<file path="config.mk">
export PLATFORM = sky130hd
export DESIGN_NAME = chip_select_ctrl
export DESIGN_NICKNAME = d
export VERILOG_FILES = /design/src/rtl/csc_pkg.sv /design/src/rtl/csc_regs.sv /design/src/rtl/csc_decode.sv /design/src/rtl/csc_seq.sv /design/src/rtl/chip_select_ctrl.sv
export SDC_FILE = /design/constraint.sdc
export NUM_CORES = 1
export LEC_CHECK = 0
export ABC_AREA = 0
export BUFFER_PORTS_ARGS = -buffer_cell sky130_fd_sc_hd__buf_2
export CAP_MARGIN = 20
export CORE_MARGIN = 2
export CORE_UTILIZATION = 55
export CTS_CLUSTER_SIZE = 10
export DETAILED_ROUTE_END_ITERATION = 12
export PLACE_DENSITY = 0.76
export SYNTH_ARGS = -nofsm -noshare
export SYNTH_HDL_FRONTEND = slang
export SYNTH_HIERARCHICAL = 1
export SYNTH_SLANG_ARGS = --single-unit
</file>
<file path="constraint.sdc">
create_clock -name clk -period 2.5 [get_ports clk]
set_input_delay 0.25 -clock clk [delete_from_list [all_inputs] [get_ports clk]]
set_output_delay 0.25 -clock clk [all_outputs]
set_load 0.05 [all_outputs]
</file>
<file path="src/rtl/csc_pkg.sv">
// Shared types for the chip select controller.
// Assumes: control register fields sit in the low five bits.
package csc_pkg;

    // Transfer kind codes on xfer_kind
    localparam logic [1:0] KIND_NORMAL   = 2'b00;
    localparam logic [1:0] KIND_CPU      = 2'b01;
    localparam logic [1:0] KIND_INTERNAL = 2'b10;

    // Register select codes on reg_sel
    localparam logic [1:0] SEL_BASE = 2'd0;
    localparam logic [1:0] SEL_MASK = 2'd1;
    localparam logic [1:0] SEL_CTRL = 2'd2;

    // Mask register refuse-bit offsets above the address mask
    localparam int MB_NO_WRITE = 0;
    localparam int MB_NO_READ  = 1;
    localparam int MB_NO_CPU   = 2;
    localparam int MB_NO_INT   = 3;
    localparam int MB_COUNT    = 4;

    // Per-line control fields, bit 0 is enable
    typedef struct packed {
        logic keep;     // bit 4: hold select low across burst beats
        logic wr_hold;  // bit 3: extra clock after write
        logic rd_hold;  // bit 2: extra clock after read
        logic setup;    // bit 1: assert one clock after start
        logic enable;   // bit 0: line enabled
    } cs_ctrl_t;

    localparam int CTRL_W = $bits(cs_ctrl_t);

    // Boot line reset control: enable, setup, read hold, write hold
    localparam cs_ctrl_t CTRL_BOOT_RST = '{keep: 1'b0, wr_hold: 1'b1, rd_hold: 1'b1,
                                           setup: 1'b1, enable: 1'b1};

    // Transfer sequencer states
    typedef enum logic [1:0] {
        ST_IDLE   = 2'd0,
        ST_ACTIVE = 2'd1,
        ST_GAP    = 2'd2,
        ST_HOLD   = 2'd3
    } seq_state_e;

endpackage

</file>
<file path="src/rtl/csc_regs.sv">
// Register file: base, mask and control per line, boot mode flag,
// boot configuration capture. Assumes one register access per clock.
module csc_regs
    import csc_pkg::*;
#(
    parameter int NUM_CS = 4,
    parameter int ADDR_W = 28,
    parameter int IDX_W  = 2,
    parameter int REG_W  = ADDR_W + MB_COUNT
) (
    input  logic                          clk,
    input  logic                          rst_n,
    input  logic [2:0]                    boot_cfg_pins,
    input  logic                          reg_wr,
    input  logic                          reg_rd,
    input  logic [IDX_W-1:0]              reg_idx,
    input  logic [1:0]                    reg_sel,
    input  logic [REG_W-1:0]              reg_wdata,
    output logic [REG_W-1:0]              reg_rdata,
    output logic [NUM_CS-1:0][ADDR_W-1:0] base_o,
    output logic [NUM_CS-1:0][REG_W-1:0]  mask_o,
    output cs_ctrl_t [NUM_CS-1:0]         ctrl_o,
    output logic                          boot_mode_o,
    output logic [2:0]                    boot_cfg_o
);

    logic [REG_W-1:0] rd_mux;

    // Per-line registers
    for (genvar g = 0; g < NUM_CS; g++) begin : g_line
        localparam cs_ctrl_t CTRL_RST = (g == 0) ? CTRL_BOOT_RST : cs_ctrl_t'('0);
        logic hit_idx;
        assign hit_idx = reg_wr && (reg_idx == IDX_W'(g));

        // Store base, mask and control on an indexed write
        always_ff @(posedge clk) begin
            if (!rst_n) begin
                base_o[g] <= '0;
                mask_o[g] <= '0;
                ctrl_o[g] <= CTRL_RST;
            end else if (hit_idx) begin
                case (reg_sel)
                    SEL_BASE: base_o[g] <= reg_wdata[ADDR_W-1:0];
                    SEL_MASK: mask_o[g] <= reg_wdata;
                    SEL_CTRL: ctrl_o[g] <= cs_ctrl_t'(reg_wdata[CTRL_W-1:0]);
                    default:  ;
                endcase
            end
        end
    end

    // Boot mode ends on the first write to mask register 0
    always_ff @(posedge clk) begin
        if (!rst_n) begin
            boot_mode_o <= 1'b1;
        end else if (reg_wr && reg_idx == '0 && reg_sel == SEL_MASK) begin
            boot_mode_o <= 1'b0;
        end
    end

    // Capture boot pins on every clock of reset; the last one stays
    always_ff @(posedge clk) begin
        if (!rst_n) begin
            boot_cfg_o <= boot_cfg_pins;
        end
    end

    // Select the addressed register for read-back
    always_comb begin
        rd_mux = '0;
        for (int i = 0; i < NUM_CS; i++) begin
            if (reg_idx == IDX_W'(i)) begin
                case (reg_sel)
                    SEL_BASE: rd_mux = REG_W'(base_o[i]);
                    SEL_MASK: rd_mux = mask_o[i];
                    SEL_CTRL: rd_mux = REG_W'(ctrl_o[i]);
                    default:  rd_mux = '0;
                endcase
            end
        end
    end

    // Register the read data one clock after the request
    always_ff @(posedge clk) begin
        if (!rst_n) begin
            reg_rdata <= '0;
        end else if (reg_rd) begin
            reg_rdata <= rd_mux;
        end
    end

endmodule

</file>
<file path="src/rtl/csc_decode.sv">
// Address, direction and kind decode with lowest-index priority.
// Assumes the transfer attributes are valid whenever start is high.
module csc_decode
    import csc_pkg::*;
#(
    parameter int NUM_CS = 4,
    parameter int ADDR_W = 28,
    parameter int REG_W  = ADDR_W + MB_COUNT
) (
    input  logic [ADDR_W-1:0]             addr,
    input  logic                          write,
    input  logic [1:0]                    kind,
    input  logic [NUM_CS-1:0][ADDR_W-1:0] base,
    input  logic [NUM_CS-1:0][REG_W-1:0]  mask,
    input  cs_ctrl_t [NUM_CS-1:0]         ctrl,
    input  logic                          boot_mode,
    output logic [NUM_CS-1:0]             sel,
    output logic                          hit,
    output cs_ctrl_t                      sel_ctrl
);

    logic [NUM_CS-1:0] match;

    // Per-line window and refuse-bit check
    for (genvar g = 0; g < NUM_CS; g++) begin : g_match
        logic win_ok, refused, reg_match;
        assign win_ok  = ((addr ^ base[g]) & ~mask[g][ADDR_W-1:0]) == '0;
        assign refused = (write  && mask[g][ADDR_W+MB_NO_WRITE]) ||
                         (!write && mask[g][ADDR_W+MB_NO_READ])  ||
                         (kind == KIND_CPU      && mask[g][ADDR_W+MB_NO_CPU]) ||
                         (kind == KIND_INTERNAL && mask[g][ADDR_W+MB_NO_INT]);
        assign reg_match = ctrl[g].enable && win_ok && !refused;
        if (g == 0) begin : g_boot
            assign match[g] = boot_mode ? (kind == KIND_NORMAL) : reg_match;
        end else begin : g_plain
            assign match[g] = reg_match;
        end
    end

    // Keep only the lowest set match bit
    assign sel = match & (~match + NUM_CS'(1));
    assign hit = |match;

    // Fetch the winner's control fields
    always_comb begin
        sel_ctrl = '0;
        for (int i = 0; i < NUM_CS; i++) begin
            if (sel[i]) sel_ctrl = ctrl[i];
        end
    end

endmodule

</file>
<file path="src/rtl/csc_seq.sv">
// Transfer sequencer: drives select, write and hold timing for the
// accepted line. Assumes xfer_done only comes after the start clock.
module csc_seq
    import csc_pkg::*;
#(
    parameter int NUM_CS      = 4,
    parameter int LANE_W      = 4,
    parameter int BURST_BEATS = 4,
    parameter int BEAT_W      = (BURST_BEATS > 1) ? $clog2(BURST_BEATS) : 1
) (
    input  logic              clk,
    input  logic              rst_n,
    input  logic              start,
    input  logic              write,
    input  logic              burst,
    input  logic [LANE_W-1:0] lanes,
    input  logic              done,
    input  logic [NUM_CS-1:0] sel,
    input  logic              hit,
    input  cs_ctrl_t          sel_ctrl,
    output logic [NUM_CS-1:0] cs_act,
    output logic [LANE_W-1:0] we_act,
    output logic              hold_act
);

    localparam logic [BEAT_W-1:0] LAST_BEAT = BEAT_W'(BURST_BEATS - 1);

    seq_state_e        state, state_nx;
    logic [NUM_CS-1:0] cur_sel;
    logic              cur_write, cur_burst, cur_keep, cur_rd_hold, cur_wr_hold;
    logic [LANE_W-1:0] cur_lanes;
    logic [BEAT_W-1:0] beat_cnt;
    logic              cs_prev;
    logic              accept, last_beat, want_hold;

    assign accept    = (state == ST_IDLE) && start && hit;
    assign last_beat = !cur_burst || (beat_cnt == LAST_BEAT);
    assign want_hold = cur_write ? cur_wr_hold : cur_rd_hold;

    // Next-state choice for beats, gaps and hold
    always_comb begin
        state_nx = state;
        case (state)
            ST_IDLE:   if (accept) state_nx = ST_ACTIVE;
            ST_ACTIVE: if (done) begin
                           if (!last_beat)     state_nx = cur_keep ? ST_ACTIVE : ST_GAP;
                           else if (want_hold) state_nx = ST_HOLD;
                           else                state_nx = ST_IDLE;
                       end
            ST_GAP:    state_nx = ST_ACTIVE;
            ST_HOLD:   state_nx = ST_IDLE;
            default:   state_nx = ST_IDLE;
        endcase
    end

    // State register
    always_ff @(posedge clk) begin
        if (!rst_n) state <= ST_IDLE;
        else        state <= state_nx;
    end

    // Latch the transfer attributes when a start is accepted
    always_ff @(posedge clk) begin
        if (!rst_n) begin
            cur_sel     <= '0;
            cur_write   <= 1'b0;
            cur_burst   <= 1'b0;
            cur_keep    <= 1'b0;
            cur_rd_hold <= 1'b0;
            cur_wr_hold <= 1'b0;
            cur_lanes   <= '0;
        end else if (accept) begin
            cur_sel     <= sel;
            cur_write   <= write;
            cur_burst   <= burst;
            cur_keep    <= sel_ctrl.keep;
            cur_rd_hold <= sel_ctrl.rd_hold;
            cur_wr_hold <= sel_ctrl.wr_hold;
            cur_lanes   <= lanes;
        end
    end

    // Count terminated beats of the current transfer
    always_ff @(posedge clk) begin
        if (!rst_n)                          beat_cnt <= '0;
        else if (accept)                     beat_cnt <= '0;
        else if (state == ST_ACTIVE && done) beat_cnt <= beat_cnt + BEAT_W'(1);
    end

    // Chip select: start clock without setup, then active and hold clocks
    always_comb begin
        cs_act = '0;
        if (accept && !sel_ctrl.setup)                     cs_act = sel;
        else if (state == ST_ACTIVE || state == ST_HOLD)   cs_act = cur_sel;
    end

    // Remember whether a select was driven in the previous clock
    always_ff @(posedge clk) begin
        if (!rst_n) cs_prev <= 1'b0;
        else        cs_prev <= |cs_act;
    end

    // Write lanes from the second select clock of a write beat
    assign we_act   = (state == ST_ACTIVE && cs_prev && cur_write) ? cur_lanes : '0;
    assign hold_act = (state == ST_HOLD);

endmodule

</file>
<file path="src/rtl/chip_select_ctrl.sv">
// Chip select controller top: registers, decode and sequencer, with
// active-low outputs forced high during reset. Assumes a single master.
module chip_select_ctrl
    import csc_pkg::*;
#(
    parameter int NUM_CS      = 4,
    parameter int ADDR_W      = 28,
    parameter int LANE_W      = 4,
    parameter int BURST_BEATS = 4,
    localparam int IDX_W      = (NUM_CS > 1) ? $clog2(NUM_CS) : 1,
    localparam int REG_W      = ADDR_W + MB_COUNT
) (
    input  logic              clk,
    input  logic              rst_n,
    input  logic [2:0]        boot_cfg_pins,
    input  logic              xfer_start,
    input  logic [ADDR_W-1:0] xfer_addr,
    input  logic              xfer_write,
    input  logic [1:0]        xfer_kind,
    input  logic              xfer_burst,
    input  logic [LANE_W-1:0] xfer_lanes,
    input  logic              xfer_done,
    input  logic              reg_wr,
    input  logic              reg_rd,
    input  logic [IDX_W-1:0]  reg_idx,
    input  logic [1:0]        reg_sel,
    input  logic [REG_W-1:0]  reg_wdata,
    output logic [REG_W-1:0]  reg_rdata,
    output logic [NUM_CS-1:0] cs_n,
    output logic [LANE_W-1:0] we_n,
    output logic              addr_hold,
    output logic [1:0]        boot_port_size,
    output logic              boot_auto_ack
);

    logic [NUM_CS-1:0][ADDR_W-1:0] base;
    logic [NUM_CS-1:0][REG_W-1:0]  mask;
    cs_ctrl_t [NUM_CS-1:0]         ctrl;
    logic                          boot_mode;
    logic [2:0]                    boot_cfg;
    logic [NUM_CS-1:0]             sel, cs_act;
    logic                          hit, hold_act;
    cs_ctrl_t                      sel_ctrl;
    logic [LANE_W-1:0]             we_act;

    csc_regs #(.NUM_CS(NUM_CS), .ADDR_W(ADDR_W), .IDX_W(IDX_W), .REG_W(REG_W)) u_regs (
        .clk(clk), .rst_n(rst_n), .boot_cfg_pins(boot_cfg_pins),
        .reg_wr(reg_wr), .reg_rd(reg_rd), .reg_idx(reg_idx), .reg_sel(reg_sel),
        .reg_wdata(reg_wdata), .reg_rdata(reg_rdata),
        .base_o(base), .mask_o(mask), .ctrl_o(ctrl),
        .boot_mode_o(boot_mode), .boot_cfg_o(boot_cfg)
    );

    csc_decode #(.NUM_CS(NUM_CS), .ADDR_W(ADDR_W), .REG_W(REG_W)) u_decode (
        .addr(xfer_addr), .write(xfer_write), .kind(xfer_kind),
        .base(base), .mask(mask), .ctrl(ctrl), .boot_mode(boot_mode),
        .sel(sel), .hit(hit), .sel_ctrl(sel_ctrl)
    );

    csc_seq #(.NUM_CS(NUM_CS), .LANE_W(LANE_W), .BURST_BEATS(BURST_BEATS)) u_seq (
        .clk(clk), .rst_n(rst_n), .start(xfer_start), .write(xfer_write),
        .burst(xfer_burst), .lanes(xfer_lanes), .done(xfer_done),
        .sel(sel), .hit(hit), .sel_ctrl(sel_ctrl),
        .cs_act(cs_act), .we_act(we_act), .hold_act(hold_act)
    );

    // Active-low pins, quiet while reset is low
    assign cs_n           = ~(cs_act & {NUM_CS{rst_n}});
    assign we_n           = ~(we_act & {LANE_W{rst_n}});
    assign addr_hold      = hold_act & rst_n;
    assign boot_port_size = boot_cfg[1:0];
    assign boot_auto_ack  = boot_cfg[2];

endmodule

</file>
==> results.md <==
Finish:
- The final layout contains between 2000 and 2500 nets.
- Of the cells placed in the final design, the portion with a size suffix greater than 1 is 26.6%.
- Once layout is complete, the utilization of the core stands at 71.1%.
- The synthesis-to-layout area growth is 26.8%.

Job:
- The tool flagged a number of max-cap violations equal to 0.

Floorplanning:
- The region available for standard cell placement spans ~0.028 mm².
- The total I/O pin count is about 130.
- The area enclosed by the die boundary is 0.0297 mm².
- For this configuration, the core starts out at a cell density of 56.0%.
- The row count is 61.
- The floorplan die width is ~170 µm.
- From bottom edge to top edge, the die measures approximately 170 µm.

Synth:
- The number of nets handed over by synthesis was 2015.
- Synthesis produced a netlist whose cell count is 1933.
- The warning count from the yosys run is 6.
- The post-synthesis cell area is approximately 0.016 mm².
- Dividing the synthesized area by the synthesized cell count gives 8.07 µm².

Setup path:
- The element type at the critical path end is a primary output.
- Traced cell by cell, the critical path runs through xnor2_2, o22ai_2, or4_4, nor4_4, buf_4, nand2_1, nor2_1, a22o_1, nand2_4, buf_8.
- Along the worst path, the maximum fanout reaches 4.
- For this run, the slowest stage of the critical path takes 600 ps.
- The arrival time of data at the critical path endpoint is slightly above 3000 ps.
- By startpoint and endpoint, the worst setup path is classified as flip-flop to primary output.
- The startpoint identified for the worst register-to-register timing path is u_regs/base_o[71]$_SDFFE_PN0P_.
- Counting both buffers and inverters, the worst setup path holds a total of 2.
- The standard cell with the maximum stage delay on the critical path is sky130_fd_sc_hd__or4_4.
- The worst endpoint required time is 2250 ps.
- The cell family contributing the most delay on the critical path is simple AND/OR/NAND/NOR gates.
- The startpoint of the most critical setup path is u_regs/base_o[62]$_SDFFE_PN0P_.
- STA classifies the critical path startpoint as a flip-flop.

STA:
- For the final database, setup skew stands at 21.0 ps.
- The post-route minimum period is 3360 ps.
- Setup violations remaining at the end of the flow were counted as 19.
- Setup repair after global routing could not meet its margin everywhere.
- The count of endpoints failing hold in the final timing report came to 0.
- Across all setup checks in the final design, the least slack found is -864 ps.
- The number of max-slew violations in the final report is 0.
- For the pin with the worst max-slew slack, the measured transition is 1120 ps.
- The highest attainable clock frequency is 297 MHz.
- The part of the cycle the worst path needs is 135%.
- In this run the tightest slew margin relative to its limit is 25.3%.

Route:
- The total length of routed wires is 63.0 mm.
- After detailed routing, the number of vias per cell comes to 6.26.
- The first detailed-routing pass took 10 iterations.
- The count of nets left with antenna violations once routing finished came out at 0.
- The total number of vias is 16479.
- The detail-routed net length per standard cell is 23.9 µm.
- The count of unresolved DRC violations after routing is 0.
- The DRC violation total after the first TritonRoute iteration is about 2200.

Power and ir drop:
- The worst-case IR drop observed on VDD is between 0.4 and 0.5 mV.
- The share of total power in the clock network is about 43%.
- The sequential group share of total power is 44.4%.
- The net switching power figure is a little over 3 mW.
- The power per cell area is 588 mW/mm².
- In this run switching power makes up a little over a quarter of total power.
- Cell internal power was estimated by the tool at 8.58 mW.
- The share of total power in combinational logic is 12.2%.
- The overall power is 11.6 mW.
- Summed over all cells, the static leakage comes to 7.49 nW.

Global routing:
- The global routing usage summed across all routing layers is between 40 and 50%.
- The number of antenna violations at the first check in global routing is 1.
- The global-route wire length before repair is 91.8 mm.
- Global routing finished with a remaining overflow of 0.
- The maximum number of pins on one net before global-route repair is 83.
- The number of global-route vias before repair is between 15000 and 20000.

Hold path:
- In this run the worst hold path is classified as input port to flip-flop.
- The worst hold path begins at reg_wdata[29].

CTS:
- The total number of clock tree sinks is approximately 310.
- The master cell of the clock root buffer is sky130_fd_sc_hd__clkbuf_16.
- In this run the number of H-tree levels came out at 2.
- The number of buffers created by CTS is 38.
- TritonCTS built the clock tree.
- The clock transition time at the flip-flop clock pins of the worst setup and hold paths is approximately 60 ps.
- The maximum buffer depth of the clock tree is 3.
- Clock latency on the worst-skew pair, taken at its later pin, is 540 ps.

Place:
- The number of port buffers is 124.
- The post-DP HPWL is roughly 43 mm.
- The final estimated routing congestion in global placement is 1.06.

Outcome:
- The run finished, with violations left.
- The final reports fail on setup timing.
[sequential cells by signal, summed over array words and instances, names as in the netlist, 3 cells and up]
register and cells:
u_regs/reg_rdata 32, u_regs/boot_cfg_o 3, u_regs/base_o 112, u_seq/cur_sel 4, u_seq/cur_lanes 4, u_regs/mask_o 128
u_regs/ctrl_o 20
[placed cells by master, fill, tap and decap left out, types with 5 or more instances in the layout]
master                          instances
sky130_fd_sc_hd__a21oi_1              266
sky130_fd_sc_hd__and3_1                 8
sky130_fd_sc_hd__a221oi_2              10
sky130_fd_sc_hd__a222oi_1               6
sky130_fd_sc_hd__dlygate4sd3_1         10
sky130_fd_sc_hd__nor4_4                 5
sky130_fd_sc_hd__o2bb2ai_1             17
sky130_fd_sc_hd__a22o_1                21
sky130_fd_sc_hd__a21boi_1              12
sky130_fd_sc_hd__buf_12                10
sky130_fd_sc_hd__dfxtp_2               11
sky130_fd_sc_hd__clkbuf_1               9
sky130_fd_sc_hd__a22oi_1                6
sky130_fd_sc_hd__a221oi_1               6
sky130_fd_sc_hd__mux2_2                11
sky130_fd_sc_hd__or3_1                  5
sky130_fd_sc_hd__buf_2                120
sky130_fd_sc_hd__nor2b_1                6
sky130_fd_sc_hd__buf_4                308
sky130_fd_sc_hd__o22ai_2                8
sky130_fd_sc_hd__nand2_1              564
sky130_fd_sc_hd__nand2b_1               7
sky130_fd_sc_hd__and2_1                13
sky130_fd_sc_hd__o221ai_1               6
sky130_fd_sc_hd__o21ai_0               37
sky130_fd_sc_hd__clkbuf_16             39
sky130_fd_sc_hd__o22ai_1               48
sky130_fd_sc_hd__dfxtp_1              300
sky130_fd_sc_hd__a31oi_1               15
sky130_fd_sc_hd__nor2_1                37
sky130_fd_sc_hd__xnor2_2               15
sky130_fd_sc_hd__a41oi_1               13
sky130_fd_sc_hd__xnor2_1               97
sky130_fd_sc_hd__inv_1                 18
sky130_fd_sc_hd__mux2i_1               67
[worst paths after layout]
| check | end | slack (ps) | cells after the start |
|---|---|---|---|
| hold / removal | u_regs/mask_o[61]$_SDFFE_PN0P_ | 20 | 3 |
| setup reg to reg | u_seq/cur_sel[0]$_SDFFE_PN0P_ | -260 | 11 |
| setup / recovery | cs_n[2] | -860 | 10 |
| hold reg to reg | u_seq/cur_lanes[2]$_SDFFE_PN0P_ | 440 | 2 |
[power by group through the flow]
stage	registers [mW]	clock network [mW]	logic, mW
2_1_floorplan	5.36	0	0.689
3_3_place_gp	5.27	0	1.28
3_5_place_dp	5.27	0	1.30
4_1_cts	5.17	5.05	1.34
5_1_grt	5.18	5.26	1.46
6_report	5.17	5.06	1.42
[timing repair]
| action | CTS | global route |
|---|---|---|
| hold buffers | 10 | 0 |
| endpoints found under the setup margin | 21 | 19 |
| endpoints found under the hold margin | 11 | 0 |
| gates resized for setup | 43 | 31 |
| pin swaps | 19 | 18 |
| setup buffers | 5 | 4 |
| cloned | 1 | 0 |
[routing by layer]
layer  wire length [µm]  GRT usage (%)  vias up
met5                  0              0        -
met4               4420           24.9        0
met3               8500           11.7      334
met2              27400           64.1     1289
met1              22700           51.1     7620
li1                   -              -     7236
[worst min-delay path, cell delays in order]
cell and delay [ps]:
sky130_fd_sc_hd__buf_2 130, sky130_fd_sc_hd__nand2_1 60, sky130_fd_sc_hd__a21oi_1 50
[stage by stage]
stage	hold WS (ps)	std cells	instance area [µm²]	setup WS (ps)	setup TNS (ps)
after floorplan	349	1933	15700	-72.6	-236
after global placement	427	2560	18200	-576	-9500
after detailed placement	428	2561	18200	-662	-11040
after CTS	15.1	2628	19600	-761	-3050
after global routing	35.6	2631	19800	-909	-7270
final	25.0	2632	19800	-864	-6390
[final cells by class]
class	instances	area, µm²
multi-input cells	1410	8510
fillers	2137	8060
flip-flops and latches	314	6330
repair buffers	456	3320
clock buffers	50	1040
well taps	378	473
inverters	20	82.6
clock inverters	2	38.8
diodes	2	5.00
Power figures use the tool's default switching activity.
